==> src/rtl/swallow_pkg.sv <==
package swallow_pkg;
  localparam int MIN_N = 3;

  typedef struct packed {
    logic frameEnd;   // last cycle of the current frame
    logic swallowOn;  // P+1 requested this cycle
  } ctlStrb_t;
endpackage

==> src/rtl/swallow_dp.sv <==
module swallow_dp
  import swallow_pkg::*;
#(
  parameter int NW    = 11,
  parameter int AW    = 7,
  parameter int DEF_N = 4
) (
  input  logic          clk,
  input  logic          rst,
  input  logic [NW-1:0] cfgN,
  input  logic [AW-1:0] cfgA,
  input  logic          presSel,
  input  ctlStrb_t      strb,
  output logic [NW-1:0] loadN,
  output logic [AW-1:0] loadA,
  output logic          cfgErr,
  output logic          ratioSelOut
);
  logic [NW-1:0] heldN;
  logic [NW-1:0] aWide;
  logic          nLegal;

  assign nLegal = (cfgN >= NW'(MIN_N));
  assign cfgErr = !nLegal;
  assign loadN  = nLegal ? cfgN : heldN;
  assign aWide  = NW'(cfgA);
  // clip swallow count to the frame length it will run with
  assign loadA  = (aWide > loadN) ? loadN[AW-1:0] : cfgA;

  always_ff @(posedge clk or posedge rst) begin
    if (rst) begin
      heldN       <= NW'(DEF_N);
      ratioSelOut <= 1'b1;
    end else if (strb.frameEnd) begin
      heldN       <= loadN;
      ratioSelOut <= presSel;
    end
  end
endmodule

==> src/rtl/swallow_ctrl.sv <==
module swallow_ctrl
  import swallow_pkg::*;
#(
  parameter int NW    = 11,
  parameter int AW    = 7,
  parameter int DEF_N = 4,
  parameter int DEF_A = 0
) (
  input  logic          clk,
  input  logic          rst,
  input  logic [NW-1:0] loadN,
  input  logic [AW-1:0] loadA,
  output ctlStrb_t      strb
);
  logic [NW-1:0] mainCnt;  // cycles left in frame, minus one
  logic [AW-1:0] swCnt;    // P+1 cycles still to request

  assign strb.frameEnd  = (mainCnt == '0);
  assign strb.swallowOn = (swCnt != '0);

  always_ff @(posedge clk or posedge rst) begin
    if (rst) begin
      mainCnt <= NW'(DEF_N - 1);
      swCnt   <= AW'(DEF_A);
    end else if (strb.frameEnd) begin
      mainCnt <= loadN - NW'(1);
      swCnt   <= loadA;
    end else begin
      mainCnt <= mainCnt - NW'(1);
      if (strb.swallowOn) swCnt <= swCnt - AW'(1);
    end
  end
endmodule

==> src/rtl/swallow_div.sv <==
module swallow_div
  import swallow_pkg::*;
#(
  parameter int NW    = 11,
  parameter int AW    = 7,
  parameter int DEF_N = 4,
  parameter int DEF_A = 0
) (
  input  logic          clk,
  input  logic          rst,
  input  logic [NW-1:0] cfgN,
  input  logic [AW-1:0] cfgA,
  input  logic          presSel,
  output logic          modCtl,
  output logic          compPulse,
  output logic          cfgErr,
  output logic          ratioSelOut
);
  ctlStrb_t      strb;
  logic [NW-1:0] loadN;
  logic [AW-1:0] loadA;

  swallow_dp #(.NW(NW), .AW(AW), .DEF_N(DEF_N)) u_dp (
    .clk(clk), .rst(rst), .cfgN(cfgN), .cfgA(cfgA), .presSel(presSel),
    .strb(strb), .loadN(loadN), .loadA(loadA), .cfgErr(cfgErr),
    .ratioSelOut(ratioSelOut)
  );

  swallow_ctrl #(.NW(NW), .AW(AW), .DEF_N(DEF_N), .DEF_A(DEF_A)) u_ctrl (
    .clk(clk), .rst(rst), .loadN(loadN), .loadA(loadA), .strb(strb)
  );

  assign modCtl    = strb.swallowOn;
  assign compPulse = strb.frameEnd;
endmodule

==> config.mk <==
export PLATFORM = sky130hd
export DESIGN_NAME = swallow_div
export DESIGN_NICKNAME = d
export VERILOG_FILES = /design/src/rtl/swallow_pkg.sv /design/src/rtl/swallow_dp.sv /design/src/rtl/swallow_ctrl.sv /design/src/rtl/swallow_div.sv
export SDC_FILE = /design/constraint.sdc
export NUM_CORES = 1
export LEC_CHECK = 0
export ABC_AREA = 1
export BUFFER_PORTS_ARGS = -buffer_cell sky130_fd_sc_hd__buf_4
export CORE_ASPECT_RATIO = 0.8
export CORE_MARGIN = 4
export CORE_UTILIZATION = 56
export CTS_BUF_LIST = sky130_fd_sc_hd__clkbuf_8
export DETAILED_ROUTE_END_ITERATION = 16
export MAX_ROUTING_LAYER = met4
export PLACE_DENSITY = 0.8
export SLEW_MARGIN = 25
export SYNTH_ARGS = -nofsm -noshare
export SYNTH_HDL_FRONTEND = slang
export SYNTH_SLANG_ARGS = --single-unit
==> constraint.sdc <==
create_clock -name clk -period 4.5 [get_ports clk]
set_input_delay 0.45 -clock clk [delete_from_list [all_inputs] [get_ports clk]]
set_output_delay 0.45 -clock clk [all_outputs]
set_load 0.01 [all_outputs]
# == After elaboration in Yosys (flattened, before gate mapping) ==
# Cells that the tools add are included.
# word_totals
output_inout_bits,4
n_memories,0
reg_bits,30
latchBits,0
romBits,0
elab_cells,18
input_bits,21
mem_bits_rw,0
# op_classes
n_reduce_logical,4
div,0
n_addsub,3
n_shift,0
order_cmp,2
bitwise,0
multipliers,0
muxes,5
eq_ne,0
# op_table
operator,count
two-way mux 11 bit,2
"subtractor 11 x 1 -> 11 bit, second input constant",2
two-way mux 7 bit,3
">= comparator 11 x 2 -> 1 bit, second input constant",1
greater-than comparator 7 x 11 -> 1 bit,1
zero test 11 bit,1
nonzero test 7 bit,1
"subtractor 7 x 1 -> 7 bit, second input constant",1
nonzero test 2 bit,1
zero test 1 bit,1

# == Longest topological paths before layout ==
# Gate-level depths: netlist (run 1).
# depth
word_depth,5
depth_mapped,20

# == Hierarchy ==
# From an unflattened synthesis (run 1), not the netlist that was laid out.
# unflattened
cells_unflattened,311
hier_area_um2,2317.2
# by_module_without_submodules
module,cells_each,seq_area_each_um2,area_per_inst_um2,n_inst
swallow_ctrl,171,452.9,1272.5,1
swallow_dp,140,302.8,1044.8,1

# == Least setup slack after synthesis (run 1) ==
# No wires, ideal clock.
# synth_timing
kind,input to register
from,in cfgN[2]
to,reg u_ctrl.swCnt[0]
t_required_ns,4.382
setup_slack_ns,2.066
cell_stages,19
arrival_time_ns,2.315
cell_sequence,nor2_1 -> nand2_1 -> nor2_2 -> buf_6 -> nand2_1 -> nand2_1 -> and2_1 -> inv_1 -> ha_1 -> nand3b_1 -> nand2_1 -> a21oi_1 -> nor2_2 -> nand3_2 -> buf_6 -> nand2_1 -> nand3_1 -> nand2_1 -> o21ai_2
# synth_via
elab_chain_cells,5
# synth_lines
item,line_no,text
from (decl),swallow_div.sv:11,"input logic [NW-1:0] cfgN,"
>= comparator 11 x 2 -> 1 bit,swallow_dp.sv:23,assign nLegal = (cfgN >= NW'(MIN_N));
two-way mux 11 bit *,swallow_dp.sv:25,assign loadN = nLegal ? cfgN : heldN;
greater-than comparator 7 x 11 -> 1 bit,swallow_dp.sv:28,assign loadA = (aWide > loadN) ? loadN[AW-1:0] : cfgA;
two-way mux 7 bit *,swallow_dp.sv:28,
two-way mux 7 bit *,swallow_ctrl.sv:25,end else if (strb.frameEnd) begin
to (signal assigned),swallow_ctrl.sv:24,swCnt <= AW'(DEF_A);
to (signal assigned),swallow_ctrl.sv:27,swCnt <= loadA;
to (signal assigned),swallow_ctrl.sv:30,if (strb.swallowOn) swCnt <= swCnt - AW'(1);
to (decl),swallow_ctrl.sv:16,logic [AW-1:0] swCnt;
# Mark *: on every way between the ends. The rest lies on a longest branch, timed or not.
# A chain may end at the register's enable or synchronous reset.

# == Final worst setup path (run 1) ==
# Same ends and word-level chain as after synthesis.

==> results of run 1 <==
-- sequential cells by signal (all words and copies together), names as in the netlist --
name and cells:
u_dp.ratioSelOut 1, u_ctrl.mainCnt 11, u_ctrl.swCnt 7, u_dp.heldN 11
-- per-layer routing --
metal,global-route usage [%],part of all wire [%]
met2,31.4,43
met1,32.0,48
met3,4.13,7.3
met4,9.11,1.3
met5,-,0
-- placed cells by master, fill, tap and decap left out --
master,Yosys,routed
nand3_2,10,10
inv_1,48,49
a21oi_1,6,6
nor2_4,1,1
clkbuf_8,0,6
buf_4,0,26
o211ai_2,3,3
ha_1,9,9
xor2_1,4,4
nor3_2,1,1
o21ai_0,7,7
and2_1,2,2
nand4_1,7,7
o21ai_1,2,2
dfrtp_1,26,26
nand2_2,10,10
dfstp_2,4,4
a21oi_2,1,1
nand2_1,89,89
nor3_1,4,4
inv_2,3,3
nand3b_1,1,1
nor2_1,28,27
nor2_2,7,8
nand3_1,16,16
xnor2_1,4,4
nand2_4,1,1
clkinv_2,0,1
o21ai_2,1,1
-- cells by family after synthesis --
family / share of synthesized area (%)
fa+ha+maj: 5.23
simple gates: 39.1
flops: 35.1
compound gates: 6.04
buf+inv: 11.3
xor+xnor: 3.25
-- critical path: cells and delay by family --
kind                       cells  cell delay (ps)
AOI/OAI and AO/OA              1               50
adders and majority gates      1              280
buffers and inverters          2              160
and+or+nand+nor               13             2170
-- layout make-up --
type,count,area [um^2]
Multi-Input combinational cell,214,1160
Fill cell,324,1120
Sequential cell,30,756
Timing Repair Buffer,26,195
Inverter,51,191
Clock buffer,6,82.6
Tap cell,42,52.6
Clock inverter,2,8.76
-- report_power, final --
group	leakage, nW	switching [mW]	total [mW]	internal, mW
logic	0.924	0.0349	0.0593	0.0243
clock network	0.0524	0.102	0.222	0.121
registers	0.304	0.000212	0.271	0.270
total	1.28	0.137	0.552	0.416
-- final timing paths --
check | endpoint | slack (ps) | cells after the start
max | u_ctrl.swCnt[0] | 1540 | 17
min | u_ctrl.mainCnt[2] | 240 | 3
max reg2reg | u_ctrl.swCnt[0] | 2150 | 12
min reg2reg | u_dp.ratioSelOut | 470 | 2
max in group asynchronous | u_ctrl.mainCnt[1] | 3940 | 3
min in group clk | u_dp.ratioSelOut | 370 | 3
==> results.cfg, run 1 <==
[run_status]
outcome = finished, final reports clean

[cells_and_area]
layout-drive-gt1-share_pct = 23.1
fin_nets = 358
stdcell_area_um2 = 2440
area_delta_synth_final_pct = 13.4
diodes = 0
instances_no_fill = 371
final_util_pct = 68.5

[yosys]
syn_avg_cell_area_um2 = 7.13
ys_types = 29
ys_seq_area_share_pct = 35.1
synth.most_common_cell = nand2_1
syn_area_um2 = 2150
synth_cells = 302
synth_top_area_share_pct = 30.2
synth_edf_count = 0
synth_largest_area_cell = dfrtp_1
synth_warnings = 0
synth_nets = 332
synthArstFlopShare_pct = 100
yosys-top-cells-count = nand2_1, inv_1, nor2_1
synth-seq-cells = 30
synthTopCellsByArea = dfrtp_1, nand2_1, inv_1
synth_flop_cell = dfrtp_1

[timing]
slew_headroom_pct = 60.3
drv_slew = 0
tightest_slew_ps = 595
setup_slack_ps = 1540
finClkSkew_ps = 3.49
max_freq_mhz = 337
finalSetupViolCount = 0
hold_violations = 0
fin_crit_ps = 2960
hold_slack_ps = 236
rsz0062_at_grt = false
post-route-period-util_pct = 65.9
tns_ps = 0

[detailed_routing]
first_iter_violations = 129
avgRoutedWirePerCell_um = 13.2
wl_um = 4910
vias_per_cell = 5.27
drc = 0
vias = 1955
dr.pass1.iters = 5
drtAntennaViolNets = 0

[grt]
grt_pass1_wl_um = 8400
grt.total_usage_pct = 22.5
grt_overflow = 0
grt_pass1_vias = 1833
grt_max_degree = 31
antenna_found_initial = 0

[floorplan]
start_util_pct = 60.4
pin_count = 25
std_cell_rows = 19
fp.dieH_um = 63.5
core_um2 = 3570
fp.dieArea_um2 = 4910
dieWidth_um = 77.4

[clock_network]
cts_hold_buf = 0
clock_latency_ps = 290
cts_setup_buffers = 0
path_clk_slew_ps = 60
clkSinkCount = 30
cts_tree = done
cts-resized-gates = 0
cts_made_buffers = 5
cts_htree_levels = 2
cts_buffer_depth = 2
cts-root-buf = clkbuf_8

[power_and_ir_drop]
power.density_nw_per_um2 = 226
peakVddDrop_v = 0.000208
leakagePower_nw = 1.28
power_uw = 552

[placed_design]
dpl.hpwl_um = 3830
gp_congestion = 0.924
place_inst = 363
portBuffers = 24
dpl_cell_area_um2 = 2350
pre_cts_slack_ps = 1330

[setup_path]
criticalPathCategory = in -> reg
slowest_delay_ps = 490
start_kind = primary input
cp_max_fo = 12
cp_slowest_cell = nor2_2
path_cells = buf_4, nor2_1, nand2_1, nor2_2, nand2_1, nand2_1, and2_1, inv_1, ha_1, nand3_1, nor3_1, nor2_1, nand3_2, nand2_1, nand3_1, nand2_1, o21ai_2
rr_startpoint = u_dp.heldN[2]
critPathMostFrequentCell = nand2_1
critical_path.startpoint = cfgN[2]
cp-end-kind = flop
required_ps = 4680
cp.arrival_ps = 3140

[run]
drv_cap = 0

[worst_hold_path]
hold_path_class = in -> async
Note: power is estimated with default switching activity, not from simulation.
==> run 2: changes to the inputs <==
==> constraint.sdc (replaced) <==
create_clock -name clk -period 2.75 [get_ports clk]
set_input_delay 0.275 -clock clk [delete_from_list [all_inputs] [get_ports clk]]
set_output_delay 0.275 -clock clk [all_outputs]
set_load 0.01 [all_outputs]
==> results.cfg, run 2 (synthesis results as in run 1) <==
[timing]
hold_violations = 0
rsz0062_at_grt = false
tns_ps = 0
tightest_slew_ps = 389
max_freq_mhz = 413
finClkSkew_ps = 8.68
fin_crit_ps = 2420
drv_slew = 0
slew_headroom_pct = 74.1
post-route-period-util_pct = 88.1
hold_slack_ps = 59.9
finalSetupViolCount = 0

[setup_path]
rr_startpoint = u_dp.heldN[2]
worst-path-buf-inv = 3
criticalPathCategory = in -> reg
start_kind = primary input
critPathMostFrequentCell = nand2_1
cp-end-kind = flop
cp_slowest_cell = ha_1
cp_max_fo = 11
cp.arrival_ps = 2600
critPathTopFamily = simple AND/OR/NAND/NOR gates
path_cells = buf_4, nor2_1, nand2_1, nor2_2, buf_4, nand3_1, nand2_1, inv_1, ha_1, nand3b_1, nand2_1, a21oi_1, nor2_2, nand3_2, nand2_1, nand3_1, nand2_1, o21ai_0
required_ps = 2930
rrSetupSlack_ps = 460
worst_r2r_endpoint = u_ctrl.swCnt[1]
slowest_delay_ps = 320
reg2regPathDepth = 13

[detailed_routing]
vias_per_cell = 5.25
wl_um = 4940
vias = 1965
dr.pass1.iters = 4
avgRoutedWirePerCell_um = 13.2
drtAntennaViolNets = 0
drc = 0
first_iter_violations = 165

[clock_network]
cts_buffer_depth = 2
cts_hold_buf = 0
cts_made_buffers = 5
cts_setup_buffers = 0
cts_htree_levels = 2
path_clk_slew_ps = 70
cts_tree = done
cts-root-buf = clkbuf_8
cts-resized-gates = 0
clock_latency_ps = 290
clkSinkCount = 30

[cells_and_area]
final_common_cell = nand2_1
layout-drive-gt1-share_pct = 23.8
largestRegisters = u_ctrl.mainCnt (11), u_dp.heldN (11), u_ctrl.swCnt (7)
multi_input_area_um2 = 1160
final_cell_mix = nand2_1, inv_1, buf_4
seqCellArea_um2 = 756
stdcell_area_um2 = 2470
fin_nets = 361
area_delta_synth_final_pct = 14.5
final_util_pct = 69.2
nFillCells = 312
diodes = 0

[floorplan]
fp.dieArea_um2 = 4910
pin_count = 25
start_util_pct = 60.4
std_cell_rows = 19
dieWidth_um = 77.4
core_um2 = 3570
fp.dieH_um = 63.5

[placed_design]
dpl_cell_area_um2 = 2370
portBuffers = 24
gp_congestion = 0.894
dpl.hpwl_um = 3890

[power_and_ir_drop]
leakagePower_nw = 1.30
power_uw = 911
power.density_nw_per_um2 = 370
peakVddDrop_v = 0.000287

[run]
drv_cap = 0

[grt]
grt_overflow = 0
grt.total_usage_pct = 22.8
grt_pass1_vias = 1828
antenna_found_initial = 0
grt_max_degree = 31
grt_pass1_wl_um = 8590

[worst_hold_path]
hold_path_class = in -> async

[run_status]
outcome = finished, final reports clean
==> run 2: metrics by stage <==
step                setup slack [ps]  std cells
detailed placement              66.7        366
CTS                              357        374
floorplan                        491        302
global route                    75.7        374
finish                           326        374
global placement                 110        366
==> run 2: tightest hold or removal path: stages <==
cell and delay [ps]:
buf_4 100, inv_1 40, buf_4 350
==> run 2: worst max path at each step <==
stage / from / end / slack [ps] / cells past startpoint
after floorplan: cfgN[2] / u_ctrl.swCnt[0] / 490 / 19
after global placement: cfgN[2] / u_ctrl.swCnt[1] / 110 / 17
after detailed placement: cfgN[2] / u_ctrl.swCnt[1] / 70 / 18
after CTS: cfgN[2] / u_ctrl.swCnt[1] / 360 / 18
after global routing: cfgN[2] / u_ctrl.swCnt[1] / 80 / 18
final: cfgN[2] / u_ctrl.swCnt[1] / 330 / 18
==> run 2: layer usage <==
layer,routed length [um],GRT usage (%),share of wire (%),up-vias
met1,2460,32.5,50,903
met2,2070,32.4,42,60
met5,0,-,0,-
met3,327,3.99,6.6,8
met4,80,8.00,1.6,0
li1,-,-,-,994
==> run 2: final cells by class <==
class,instances,area share (%)
Sequential cell,30,30.6
Multi-Input combinational cell,214,46.9
Tap cell,42,2.13
Inverter,51,7.76
Timing Repair Buffer,29,8.83
Clock inverter,2,0.355
Clock buffer,6,3.35
==> run 2: report_power, final <==
part	switching [mW]	leakage [nW]	internal (mW)
clock	0.173	0.0524	0.198
combinational	0.0573	0.940	0.0409
sequential	0.000425	0.304	0.442
